===== src/rtl/tmr_pkg.sv =====
package tmr_pkg;

    typedef enum logic {
        MODE_RAMP = 1'b0,
        MODE_SYM  = 1'b1
    } cnt_mode_e;

    // Trigger source positions; the masks decode these bits.
    localparam int SRC_TRIG_RISE = 0;
    localparam int SRC_TRIG_FALL = 1;
    localparam int SRC_EVT       = 2;
    localparam int SRC_PEER_RISE = 3;
    localparam int SRC_PEER_FALL = 4;
    localparam int SRC_FB_RISE   = 5;
    localparam int SRC_FB_FALL   = 6;
    localparam int N_RUN_SRC     = 3;
    localparam int N_CLR_SRC     = 7;
    localparam int N_PINS        = 3;

    typedef struct packed {
        logic start;
        logic stop;
        logic clear;
    } trig_hit_t;

    function automatic int clamp_code(input int code, input int max_code);
        return (code > max_code) ? max_code : code;
    endfunction

endpackage


===== src/rtl/tmr_edge_sync.sv =====
module tmr_edge_sync #(
    parameter int STAGES = 2
) (
    input  logic clk,
    input  logic rst,
    input  logic pin_i,
    output logic rise_o,
    output logic fall_o
);
    localparam int DEPTH = STAGES + 1;

    logic [DEPTH-1:0] shift_q;

    always_ff @(posedge clk) begin
        if (rst) shift_q <= '0;
        else     shift_q <= {shift_q[DEPTH-2:0], pin_i};
    end

    // Synchronised level versus the sample one clock older.
    assign rise_o =  shift_q[STAGES-1] & ~shift_q[STAGES];
    assign fall_o = ~shift_q[STAGES-1] &  shift_q[STAGES];
endmodule


===== src/rtl/tmr_trig.sv =====
module tmr_trig import tmr_pkg::*; #(
    parameter int SYNC_STAGES = 2
) (
    input  logic                 clk,
    input  logic                 rst,
    input  logic                 trig_i,
    input  logic                 peer_i,
    input  logic                 fb_i,
    input  logic                 evt_i,
    input  logic [N_RUN_SRC-1:0] start_mask_i,
    input  logic [N_RUN_SRC-1:0] stop_mask_i,
    input  logic [N_CLR_SRC-1:0] clear_mask_i,
    output trig_hit_t            hit_o
);
    logic [N_PINS-1:0] pins;
    logic [N_PINS-1:0] rise;
    logic [N_PINS-1:0] fall;
    logic [N_CLR_SRC-1:0] src;

    assign pins = {fb_i, peer_i, trig_i};

    for (genvar p = 0; p < N_PINS; p++) begin : g_pin
        tmr_edge_sync #(.STAGES(SYNC_STAGES)) u_sync (
            .clk   (clk),
            .rst   (rst),
            .pin_i (pins[p]),
            .rise_o(rise[p]),
            .fall_o(fall[p])
        );
    end

    always_comb begin
        src                = '0;
        src[SRC_TRIG_RISE] = rise[0];
        src[SRC_TRIG_FALL] = fall[0];
        src[SRC_EVT]       = evt_i;
        src[SRC_PEER_RISE] = rise[1];
        src[SRC_PEER_FALL] = fall[1];
        src[SRC_FB_RISE]   = rise[2];
        src[SRC_FB_FALL]   = fall[2];
    end

    assign hit_o.start = |(src[N_RUN_SRC-1:0] & start_mask_i);
    assign hit_o.stop  = |(src[N_RUN_SRC-1:0] & stop_mask_i);
    assign hit_o.clear = |(src & clear_mask_i);
endmodule


===== src/rtl/tmr_prescale.sv =====
module tmr_prescale import tmr_pkg::*; #(
    parameter int SEL_W    = 4,
    parameter int MAX_CODE = 10
) (
    input  logic             clk,
    input  logic             rst,
    input  logic             run_i,
    input  logic             restart_i,
    input  logic [SEL_W-1:0] code_i,
    output logic             tick_o
);
    localparam int PW = (MAX_CODE > 0) ? MAX_CODE : 1;

    logic [PW-1:0] pre_q;
    logic [PW-1:0] mask;
    int            code_c;

    always_comb begin
        code_c = clamp_code(int'(code_i), MAX_CODE);
        mask   = PW'((32'd1 << code_c) - 32'd1);
    end

    always_ff @(posedge clk) begin
        if (rst || restart_i || !run_i) pre_q <= '0;
        else                            pre_q <= pre_q + 1'b1;
    end

    assign tick_o = run_i && ((pre_q & mask) == mask);


    tick_spacing_chk: assert property (@(posedge clk) disable iff (rst)
        (tick_o && code_i != '0) |=> (!tick_o || code_i != $past(code_i)));
endmodule


===== src/rtl/tmr_core.sv =====
module tmr_core import tmr_pkg::*; #(
    parameter int CNT_W = 16
) (
    input  logic             clk,
    input  logic             rst,
    input  logic             tick_i,
    input  logic [CNT_W-1:0] period_i,
    input  logic             dir_up_i,
    input  cnt_mode_e        mode_i,
    input  logic             stop_on_wrap_i,
    input  logic             load_i,
    input  logic [CNT_W-1:0] load_val_i,
    input  logic             clr_i,
    input  logic             start_i,
    input  logic             stop_i,
    input  logic [1:0]       flag_clr_i,
    output logic [CNT_W-1:0] count_o,
    output logic             running_o,
    output logic             dir_o,
    output logic             ovf_o,
    output logic             udf_o,
    output logic             peak_o,
    output logic             valley_o,
    output logic             ovf_flag_o,
    output logic             udf_flag_o
);
    logic [CNT_W-1:0] count_q, step_cnt;
    logic running_q, sym_up_q, step_up;
    logic ovf_q, udf_q, peak_q, valley_q, ovf_flag_q, udf_flag_q;
    logic up_now, at_top, at_bot, busy, ovf_ev, udf_ev;

    always_comb begin
        up_now   = (mode_i == MODE_SYM) ? sym_up_q : dir_up_i;
        at_top   = count_q >= period_i;
        at_bot   = count_q == '0;
        busy     = clr_i | load_i;
        ovf_ev   = tick_i & up_now & at_top & ~busy;
        udf_ev   = tick_i & ~up_now & at_bot & ~busy;
        step_cnt = count_q;
        step_up  = sym_up_q;
        if (mode_i == MODE_RAMP) begin
            if (dir_up_i) step_cnt = at_top ? '0 : count_q + 1'b1;
            else          step_cnt = at_bot ? period_i : count_q - 1'b1;
        end else if (sym_up_q) begin
            if (at_top) begin
                step_up  = 1'b0;
                step_cnt = at_bot ? count_q : count_q - 1'b1;
            end else begin
                step_cnt = count_q + 1'b1;
            end
        end else begin
            if (at_bot) begin
                step_up  = 1'b1;
                step_cnt = (period_i == '0) ? count_q : count_q + 1'b1;
            end else begin
                step_cnt = count_q - 1'b1;
            end
        end
    end

    always_ff @(posedge clk) begin
        if (rst) begin
            count_q    <= '0;
            running_q  <= 1'b0;
            sym_up_q   <= 1'b1;
            ovf_q      <= 1'b0;
            udf_q      <= 1'b0;
            peak_q     <= 1'b0;
            valley_q   <= 1'b0;
            ovf_flag_q <= 1'b0;
            udf_flag_q <= 1'b0;
        end else begin
            if (clr_i) begin
                count_q  <= '0;
                sym_up_q <= 1'b1;
            end else if (load_i) begin
                count_q <= load_val_i;
            end else if (tick_i) begin
                count_q  <= step_cnt;
                sym_up_q <= step_up;
            end
            if (mode_i == MODE_RAMP) sym_up_q <= 1'b1;
            running_q  <= (running_q | start_i) & ~stop_i
                          & ~(stop_on_wrap_i & (ovf_ev | udf_ev));
            ovf_q      <= ovf_ev;
            udf_q      <= udf_ev;
            peak_q     <= ovf_ev & (mode_i == MODE_SYM);
            valley_q   <= udf_ev & (mode_i == MODE_SYM);
            ovf_flag_q <= ovf_ev | (ovf_flag_q & ~flag_clr_i[0]);
            udf_flag_q <= udf_ev | (udf_flag_q & ~flag_clr_i[1]);
        end
    end

    assign count_o    = count_q;
    assign running_o  = running_q;
    assign dir_o      = up_now;
    assign ovf_o      = ovf_q;
    assign udf_o      = udf_q;
    assign peak_o     = peak_q;
    assign valley_o   = valley_q;
    assign ovf_flag_o = ovf_flag_q;
    assign udf_flag_o = udf_flag_q;


    ovf_udf_excl_chk: assert property (@(posedge clk) disable iff (rst)
        !(ovf_q && udf_q));

    peak_with_ovf_chk: assert property (@(posedge clk) disable iff (rst)
        (peak_q |-> ovf_q) and (valley_q |-> udf_q));

    wrap_stop_chk: assert property (@(posedge clk) disable iff (rst)
        (stop_on_wrap_i && (ovf_ev || udf_ev)) |=> !running_q);

    ovf_flag_set_chk: assert property (@(posedge clk) disable iff (rst)
        $rose(ovf_flag_q) |-> ovf_q);

    udf_flag_set_chk: assert property (@(posedge clk) disable iff (rst)
        $rose(udf_flag_q) |-> udf_q);

    idle_hold_chk: assert property (@(posedge clk) disable iff (rst)
        (!running_q && !clr_i && !load_i) |=> $stable(count_q));
endmodule


===== src/rtl/tmr_base.sv =====
module tmr_base import tmr_pkg::*; #(
    parameter int CNT_W        = 16,
    parameter int DIV_SEL_W    = 4,
    parameter int MAX_DIV_CODE = 10,
    parameter int SYNC_STAGES  = 2
) (
    input  logic                 clk,
    input  logic                 rst,
    input  logic [CNT_W-1:0]     period_i,
    input  logic                 dir_up_i,
    input  logic                 tri_mode_i,
    input  logic [DIV_SEL_W-1:0] div_sel_i,
    input  logic                 stop_on_wrap_i,
    input  logic                 ovf_ie_i,
    input  logic                 udf_ie_i,
    input  logic                 cnt_load_i,
    input  logic [CNT_W-1:0]     cnt_load_val_i,
    input  logic                 sw_start_i,
    input  logic                 sw_stop_i,
    input  logic [2:0]           start_mask_i,
    input  logic [2:0]           stop_mask_i,
    input  logic [6:0]           clear_mask_i,
    input  logic                 trig_i,
    input  logic                 evt_i,
    input  logic                 peer_trig_i,
    input  logic                 fb_pwm_i,
    input  logic [1:0]           flag_clr_i,
    output logic [CNT_W-1:0]     count_o,
    output logic                 running_o,
    output logic                 dir_o,
    output logic                 ovf_o,
    output logic                 udf_o,
    output logic                 peak_o,
    output logic                 valley_o,
    output logic                 ovf_flag_o,
    output logic                 udf_flag_o,
    output logic                 irq_o
);
    trig_hit_t hit;
    logic      tick;
    logic      running;

    tmr_trig #(.SYNC_STAGES(SYNC_STAGES)) u_trig (
        .clk         (clk),
        .rst         (rst),
        .trig_i      (trig_i),
        .peer_i      (peer_trig_i),
        .fb_i        (fb_pwm_i),
        .evt_i       (evt_i),
        .start_mask_i(start_mask_i),
        .stop_mask_i (stop_mask_i),
        .clear_mask_i(clear_mask_i),
        .hit_o       (hit)
    );

    tmr_prescale #(.SEL_W(DIV_SEL_W), .MAX_CODE(MAX_DIV_CODE)) u_pre (
        .clk      (clk),
        .rst      (rst),
        .run_i    (running),
        .restart_i(hit.clear),
        .code_i   (div_sel_i),
        .tick_o   (tick)
    );

    tmr_core #(.CNT_W(CNT_W)) u_core (
        .clk           (clk),
        .rst           (rst),
        .tick_i        (tick),
        .period_i      (period_i),
        .dir_up_i      (dir_up_i),
        .mode_i        (cnt_mode_e'(tri_mode_i)),
        .stop_on_wrap_i(stop_on_wrap_i),
        .load_i        (cnt_load_i),
        .load_val_i    (cnt_load_val_i),
        .clr_i         (hit.clear),
        .start_i       (sw_start_i | hit.start),
        .stop_i        (sw_stop_i | hit.stop),
        .flag_clr_i    (flag_clr_i),
        .count_o       (count_o),
        .running_o     (running),
        .dir_o         (dir_o),
        .ovf_o         (ovf_o),
        .udf_o         (udf_o),
        .peak_o        (peak_o),
        .valley_o      (valley_o),
        .ovf_flag_o    (ovf_flag_o),
        .udf_flag_o    (udf_flag_o)
    );

    assign running_o = running;
    assign irq_o     = (ovf_flag_o & ovf_ie_i) | (udf_flag_o & udf_ie_i);
endmodule


===== config.mk =====
export PLATFORM = sky130hd
export DESIGN_NAME = tmr_base
export DESIGN_NICKNAME = d
export VERILOG_FILES = /design/src/rtl/tmr_pkg.sv /design/src/rtl/tmr_edge_sync.sv /design/src/rtl/tmr_trig.sv /design/src/rtl/tmr_prescale.sv /design/src/rtl/tmr_core.sv /design/src/rtl/tmr_base.sv
export SDC_FILE = /design/constraint.sdc
export NUM_CORES = 1
export LEC_CHECK = 0
export ABC_AREA = 1
export BUFFER_PORTS_ARGS = -buffer_cell sky130_fd_sc_hd__buf_2
export CAP_MARGIN = 20
export CORE_UTILIZATION = 56
export DETAILED_ROUTE_END_ITERATION = 10
export PLACE_DENSITY = 0.8
export REMOVE_ABC_BUFFERS = 1
export SYNTH_ARGS = -nofsm -noshare
export SYNTH_HDL_FRONTEND = slang
export SYNTH_HIERARCHICAL = 1
export SYNTH_SLANG_ARGS = --single-unit

===== constraint.sdc =====
create_clock -name clk -period 2.7 [get_ports clk]
set_clock_uncertainty 0.05 [all_clocks]
set_input_delay 0.405 -clock clk [delete_from_list [all_inputs] [get_ports clk]]
set_output_delay 0.405 -clock clk [all_outputs]
set_load 0.02 [all_outputs]

==> results.sh, run 1 <==
export IMPL_core_mm2=0.00733
export IMPL_grt_pass1_wl_um=21700
export IMPL_internal_power_mw=1.12
export IMPL_route_detailed_drc=0
export IMPL_async_flop_share_pct=0
export IMPL_syn_area_mm2=0.00428
export IMPL_nets=926
export IMPL_dp_cells=932
export IMPL_synth_edf_count=0
export IMPL_post_place_ws_ns=0.111
export IMPL_cts_root_buffer_cell="clkbuf_8"
export IMPL_wl_met3_um=1430
export IMPL_slew_headroom_pct=71.4
export IMPL_synth_area_leaders="dfxtp_1 (20%), nand2_1 (19%), inv_1 (8.5%)"
export IMPL_powerDensity_mw_per_mm2=384
export IMPL_syn_area_per_cell_um2=5.82
export IMPL_cp_max_fo=16
export IMPL_numPortBuffers=89
export IMPL_clk_insertion_delay_late_ns=0.31
export IMPL_grt_usage_pct=36.1
export IMPL_synth_most_common_cell="nand2_1"
export IMPL_path_clk_slew_ns=0.09
export IMPL_crit_path_start_kind="flop"
export IMPL_areaGrowthSynthToFinish_pct=17.5
export IMPL_yosysWarningCount=6
export IMPL_io_pins=90
export IMPL_cts_tree="done"
export IMPL_r2r_start="u_core/count_o[0]"
export IMPL_overflow=0
export IMPL_min_period_over_period_pct=91.1
export IMPL_power_leakage_nw=2.67
export IMPL_start_util_pct=58.4
export IMPL_grt_max_degree=23
export IMPL_synthTopCellsByCount="nand2_1 (219), inv_1 (97), nor2_1 (92)"
export IMPL_yosysUniqueCellTypes=37
export IMPL_yosysSeqAreaShare_pct=20.1
export IMPL_setup_violations_final=0
export IMPL_arrival_ns=2.62
export IMPL_power_switching_mw=0.809
export IMPL_diodes=0
export IMPL_seq_power_share_pct=34.9
export IMPL_dieWidth_um=89.4
export IMPL_slew_violations=0
export IMPL_end_kind="flop"
export IMPL_numCtsBuffers=5
export IMPL_cts_setup_buffers=0
export IMPL_r2r_end="u_core/count_o[1]"
export IMPL_synth_seq_cells=43
export IMPL_grt_pass1_vias=4536
export IMPL_clkPwrFrac_pct=21.9
export IMPL_antenna_left=0
export IMPL_rrSetupSlack_ns=0.24
export IMPL_holdCritPathClass="in -> reg"
export IMPL_maxCapViolCount=0
export IMPL_whs_endpoint="u_core/running_o"
export IMPL_pwr_share_comb_pct=43.2
export IMPL_antenna_found_initial=0
export IMPL_initialDrtViolationCount=459
export IMPL_hold_violations=0
export IMPL_clk_path_buf_depth=2
export IMPL_globalplace_congestion=1.02
export IMPL_synth_area_leader_cell="dfxtp_1"
export IMPL_finalWirelength_um=14200
export IMPL_cpPeakStageDelay_ns=0.47
export IMPL_hold_depth=2
export IMPL_min_from="stop_on_wrap_i"
export IMPL_critPathKind="reg -> reg"
export IMPL_run_status="completed"
export IMPL_worst_pin_slew_ns=0.425
export IMPL_peakVddDrop_uv=208
export IMPL_met2WireLength_um=6550
export IMPL_die_y_um=89.4
export IMPL_via_per_inst=5.48
export IMPL_vias=5152
export IMPL_worstPathRequired_ns=2.86
export IMPL_swShare_pct=41.9
export IMPL_synthCells=735
export IMPL_fin_crit_ns=2.46
export IMPL_clock_sinks=43
export IMPL_wl_met1_um=5770
export IMPL_rsz0062_at_grt="false"
export IMPL_drive_above_1_share_pct=21.0
export IMPL_cts_max_level=2
export IMPL_wl_per_cell_um=15.1
export IMPL_fmax_ghz=0.407
export IMPL_fp_dieArea_mm2=0.00800
export IMPL_crit_chain="inv_1, buf_4, ha_1, nand2_1, nor2_2, nand2_4, inv_4, nand2_4, nand2_4, inv_2, nand2_1, nand3_1, nand2_1, o21ai_1, inv_1"
export IMPL_rr_worst_depth=15
export IMPL_fin_setup_tns_ns=0
export IMPL_hpwl_um=11200
export IMPL_finalWorstSetupSlack_ns=0.241
export IMPL_synth_top_area_share_pct=20.1
export IMPL_layout_cells_non_filler=940
export IMPL_num_rows=31
export IMPL_ctsHoldBuffers=0
export IMPL_ctsResizeCount=0
export IMPL_critPathSlowestCell="dfxtp_1"
export IMPL_dr_pass1_iters=6
export IMPL_top_layer="met4"
export IMPL_synth_flop_cell="dfxtp_1"
cells by family (layout without fill, tap and decap cells):
logic type               after synthesis  count (layout)  synth area share [%]
flip-flops                            43              43                  20.1
AO/OA/AOI/OAI                         84              84                  10.6
buffers and inverters                125             231                  12.3
adder cells (fa/ha/maj)               21              21                  6.14
XOR/XNOR                              17              17                  3.48
AND/OR/NAND/NOR                      445             445                  47.4
final cells by class:
type	count	area, µm²
Fill cell	670	2300
Clock buffer	6	72.6
Multi-Input combinational cell	567	2890
Timing Repair Buffer	116	661
Sequential cell	43	861
Tap cell	99	124
Clock inverter	2	12.5
Inverter	107	404
through the flow:
stage / hold slack (ns) / instance area (µm²) / power, mW / util [%]
6_report: 0.227 / 5030 / 1.93 / 68.6
5_1_grt: 0.226 / 5030 / 2.05 / 68.6
2_1_floorplan: 0.338 / 4160 / 1.22 / -
4_1_cts: 0.224 / 5030 / 1.92 / 68.6
3_5_place_dp: 0.350 / 4940 / 1.50 / 67.4
3_3_place_gp: 0.344 / 4940 / 1.49 / 67.4
worst max-delay path, delay by kind of cell, from the launching register on:
| kind | cells | cell delay, ns |
|---|---|---|
| DFF | 1 | 0.47 |
| buffers and inverters | 5 | 0.64 |
| and+or+nand+nor | 8 | 0.82 |
| AOI/OAI and AO/OA | 1 | 0.13 |
| adders and majority gates | 1 | 0.24 |
state kept, by name, indices dropped and copies added, names as in the netlist:
| signal | cells |
|---|---|
| u_core/valley_o | 1 |
| u_core/udf_o | 1 |
| u_trig/g_pin.u_sync/shift_q | 9 |
| u_core/peak_o | 1 |
| u_core/ovf_flag_o | 1 |
| u_core/ovf_o | 1 |
| u_core/running_o | 1 |
| u_core/udf_flag_o | 1 |
| u_core/count_o | 16 |
| u_pre/pre_q | 10 |
| u_core/sym_up_q | 1 |
power groups by stage:
stage / sequential [mW] / combinational, mW / clock [mW]
after floorplan: 0.720 / 0.498 / 0
after global placement: 0.687 / 0.801 / 0
after detailed placement: 0.688 / 0.810 / 0
after CTS: 0.673 / 0.813 / 0.433
after global routing: 0.677 / 0.921 / 0.448
final: 0.674 / 0.835 / 0.422
cells in the final DEF (no fill, tap or decap), types with 2 or more instances in the layout:
cell type  synthesis  routed
nand3_2            4       4
nor3_1            13      13
ha_1              21      21
inv_1             97      97
nand2_1          219     219
o21ai_0           17      17
clkinv_1           2       2
buf_2              6      89
nand4_1           24      24
o211ai_1           2       2
a21oi_1           45      45
nand3_1           52      52
o21ai_1           10      10
nor4_1             2       2
buf_4              2      26
nor2_1            92      92
or2_2              2       2
nand2_4            3       3
nor3_2             4       4
nand2_2           10      10
nor2_2             9       9
nor2_4             9       9
dfxtp_1           43      43
a21oi_2            3       3
clkbuf_8           0       5
inv_2              7       7
o21bai_1           3       3
xor2_1            16      16
how the worst max path moves through the flow:
stage / from / end / slack, ns / depth (start not counted)
after floorplan: u_core/count_o[7] / u_core/count_o[1] / 0.35 / 15
after global placement: div_sel_i[2] / u_core/valley_o / 0.21 / 16
after CTS: u_core/count_o[0] / u_core/count_o[1] / 0.30 / 15
after detailed placement: div_sel_i[2] / u_core/running_o / 0.11 / 17
after global routing: u_core/count_o[0] / u_core/count_o[8] / 0.09 / 15
final: u_core/count_o[0] / u_core/count_o[1] / 0.24 / 15
routing by layer:
metal / track usage (%) / up-vias
met5: 0 / -
met4: 12.6 / 0
met3: 5.72 / 53
met2: 61.6 / 291
met1: 46.1 / 2268
li1: - / 2540
No activity file was read; power rests on OpenSTA's default activity.
==> run 2: changes to the inputs <==
Settings changed: CORE_ASPECT_RATIO set to 1.1, CTS_CLUSTER_DIAMETER set to 200.
==> results.sh, run 2 (synthesized netlist as in run 1, its figures left out) <==
export IMPL_antenna_found_initial=0
export IMPL_numPortBuffers=89
export IMPL_globalplace_congestion=0.949
export IMPL_diodes=0
export IMPL_start_util_pct=57.6
export IMPL_cts_max_level=2
export IMPL_run_status="completed"
export IMPL_core_mm2=0.00743
export IMPL_cp_max_fo=9
export IMPL_via_per_inst=5.49
export IMPL_power_leakage_nw=2.66
export IMPL_seq_area_um2=861
export IMPL_holdWs_ns=0.239
export IMPL_fp_dieArea_mm2=0.00800
export IMPL_holdCritPathClass="in -> reg"
export IMPL_hpwl_um=10700
export IMPL_rsz0062_at_grt="false"
export IMPL_dp_cells=917
export IMPL_drive_above_1_share_pct=20.9
export IMPL_multi_input_comb_area_mm2=0.00289
export IMPL_fin_crit_ns=2.31
export IMPL_numCtsBuffers=5
export IMPL_path_clk_slew_ns=0.10
export IMPL_largest_reg_flops=16
export IMPL_end_kind="flop"
export IMPL_crit_buf_inv=1
export IMPL_antenna_left=0
export IMPL_wl_per_cell_um=14.7
export IMPL_clk_path_buf_depth=2
export IMPL_grt_pass1_vias=4568
export IMPL_areaGrowthSynthToFinish_pct=17.0
export IMPL_ctsResizeCount=0
export IMPL_layout_commonest_cell="nand2_1"
export IMPL_overflow=0
export IMPL_crit_chain="ha_1, nand2_1, nand2_1, nand2_1, a21oi_1, nor2_4, nand3_4, nand2_4, inv_2, nand2_1, nand3_1, nand2_1, nand2_1, a21oi_1"
export IMPL_slew_violations=0
export IMPL_peakVddDrop_uv=359
export IMPL_layout_cells_non_filler=925
export IMPL_initialDrtViolationCount=448
export IMPL_crit_path_frequent_cell="nand2_1"
export IMPL_num_rows=33
export IMPL_finalWorstSetupSlack_ns=0.392
export IMPL_post_place_ws_ns=0.105
export IMPL_grt_usage_pct=34.5
export IMPL_cts_setup_buffers=0
export IMPL_fin_setup_tns_ns=0
export IMPL_fin_util_pct=67.4
export IMPL_fmax_ghz=0.433
export IMPL_route_detailed_drc=0
export IMPL_critPathKind="reg -> reg"
export IMPL_critPathSlowestCell="dfxtp_1"
export IMPL_worst_pin_slew_ns=0.543
export IMPL_ctsHoldBuffers=0
export IMPL_dr_pass1_iters=5
export IMPL_hold_violations=0
export IMPL_cpPeakStageDelay_ns=0.55
export IMPL_crit_path_start_kind="flop"
export IMPL_arrival_ns=2.42
export IMPL_vias=5077
export IMPL_cts_root_buffer_cell="clkbuf_8"
export IMPL_clk_insertion_delay_late_ns=0.30
export IMPL_finalWirelength_um=13600
export IMPL_grt_pass1_wl_um=21600
export IMPL_die_y_um=93.7
export IMPL_dieWidth_um=85.3
export IMPL_grt_max_degree=25
export IMPL_worstPathRequired_ns=2.81
export IMPL_setup_violations_final=0
export IMPL_powerDensity_mw_per_mm2=385
export IMPL_final_cell_mix="nand2_1 (219), inv_1 (97), nor2_1 (92)"
export IMPL_min_period_over_period_pct=85.5
export IMPL_io_pins=90
export IMPL_slew_headroom_pct=63.8
export IMPL_nets=923
export IMPL_clock_sinks=43
export IMPL_cts_tree="done"
export IMPL_crit_family="simple AND/OR/NAND/NOR gates"
export IMPL_fillers=718
export IMPL_maxCapViolCount=0
-- run 2: cell types whose count changed in the layout (fill, tap and decap cells not counted), sizes merged --
cell,previous run,this run
buf,116,113
clkbuf,6,5
clkinvlp,1,2
-- run 2: per-layer routing --
metal	part of all wire, %	GRT usage [%]	up-vias
met4	3.1	13.1	0
met1	42	43.8	2266
met2	48	59.9	231
li1	-	-	2542
met3	7.6	3.78	38
met5	0	0	-
-- run 2: power breakdown --
part	total, mW	switching (mW)	internal [mW]
Combinational	0.830	0.544	0.286
Clock	0.427	0.247	0.181
Sequential	0.672	0.0173	0.655
-- run 2: final cells by class --
class | instances | share of cell area [%]
multi-input cells | 567 | 57.8
inverters | 107 | 8.07
clock inverters | 3 | 0.400
well taps | 87 | 2.17
clock buffers | 5 | 1.37
repair buffers | 113 | 13.0
flip-flops and latches | 43 | 17.2
-- run 2: stage by stage --
| stage | power [mW] | instance area [µm²] |
|---|---|---|
| CTS | 1.93 | 5010 |
| floorplan | 1.22 | 4160 |
| global placement | 1.48 | 4920 |
| global route | 2.05 | 5010 |
| detailed placement | 1.50 | 4920 |
| finish | 1.93 | 5010 |
-- run 2: final timing paths --
path | endpoint | cells after the start | slack (ns) | startpoint
min | u_core/running_o | 2 | 0.24 | stop_on_wrap_i
min reg2reg | u_trig/g_pin[1].u_sync/shift_q[1] | 2 | 0.35 | u_trig/g_pin[1].u_sync/shift_q[0]
max | u_core/count_o[9] | 14 | 0.39 | u_core/count_o[8]
max reg2reg | u_core/count_o[9] | 14 | 0.39 | u_core/count_o[8]
-- run 2: worst register-to-register path: stages (launching register included) --
cell,delay [ns]
dfxtp_1,0.55
ha_1,0.22
nand2_1,0.06
nand2_1,0.06
nand2_1,0.05
a21oi_1,0.21
nor2_4,0.09
nand3_4,0.16
nand2_4,0.11
inv_2,0.21
nand2_1,0.08
nand3_1,0.07
nand2_1,0.06
nand2_1,0.10
a21oi_1,0.09
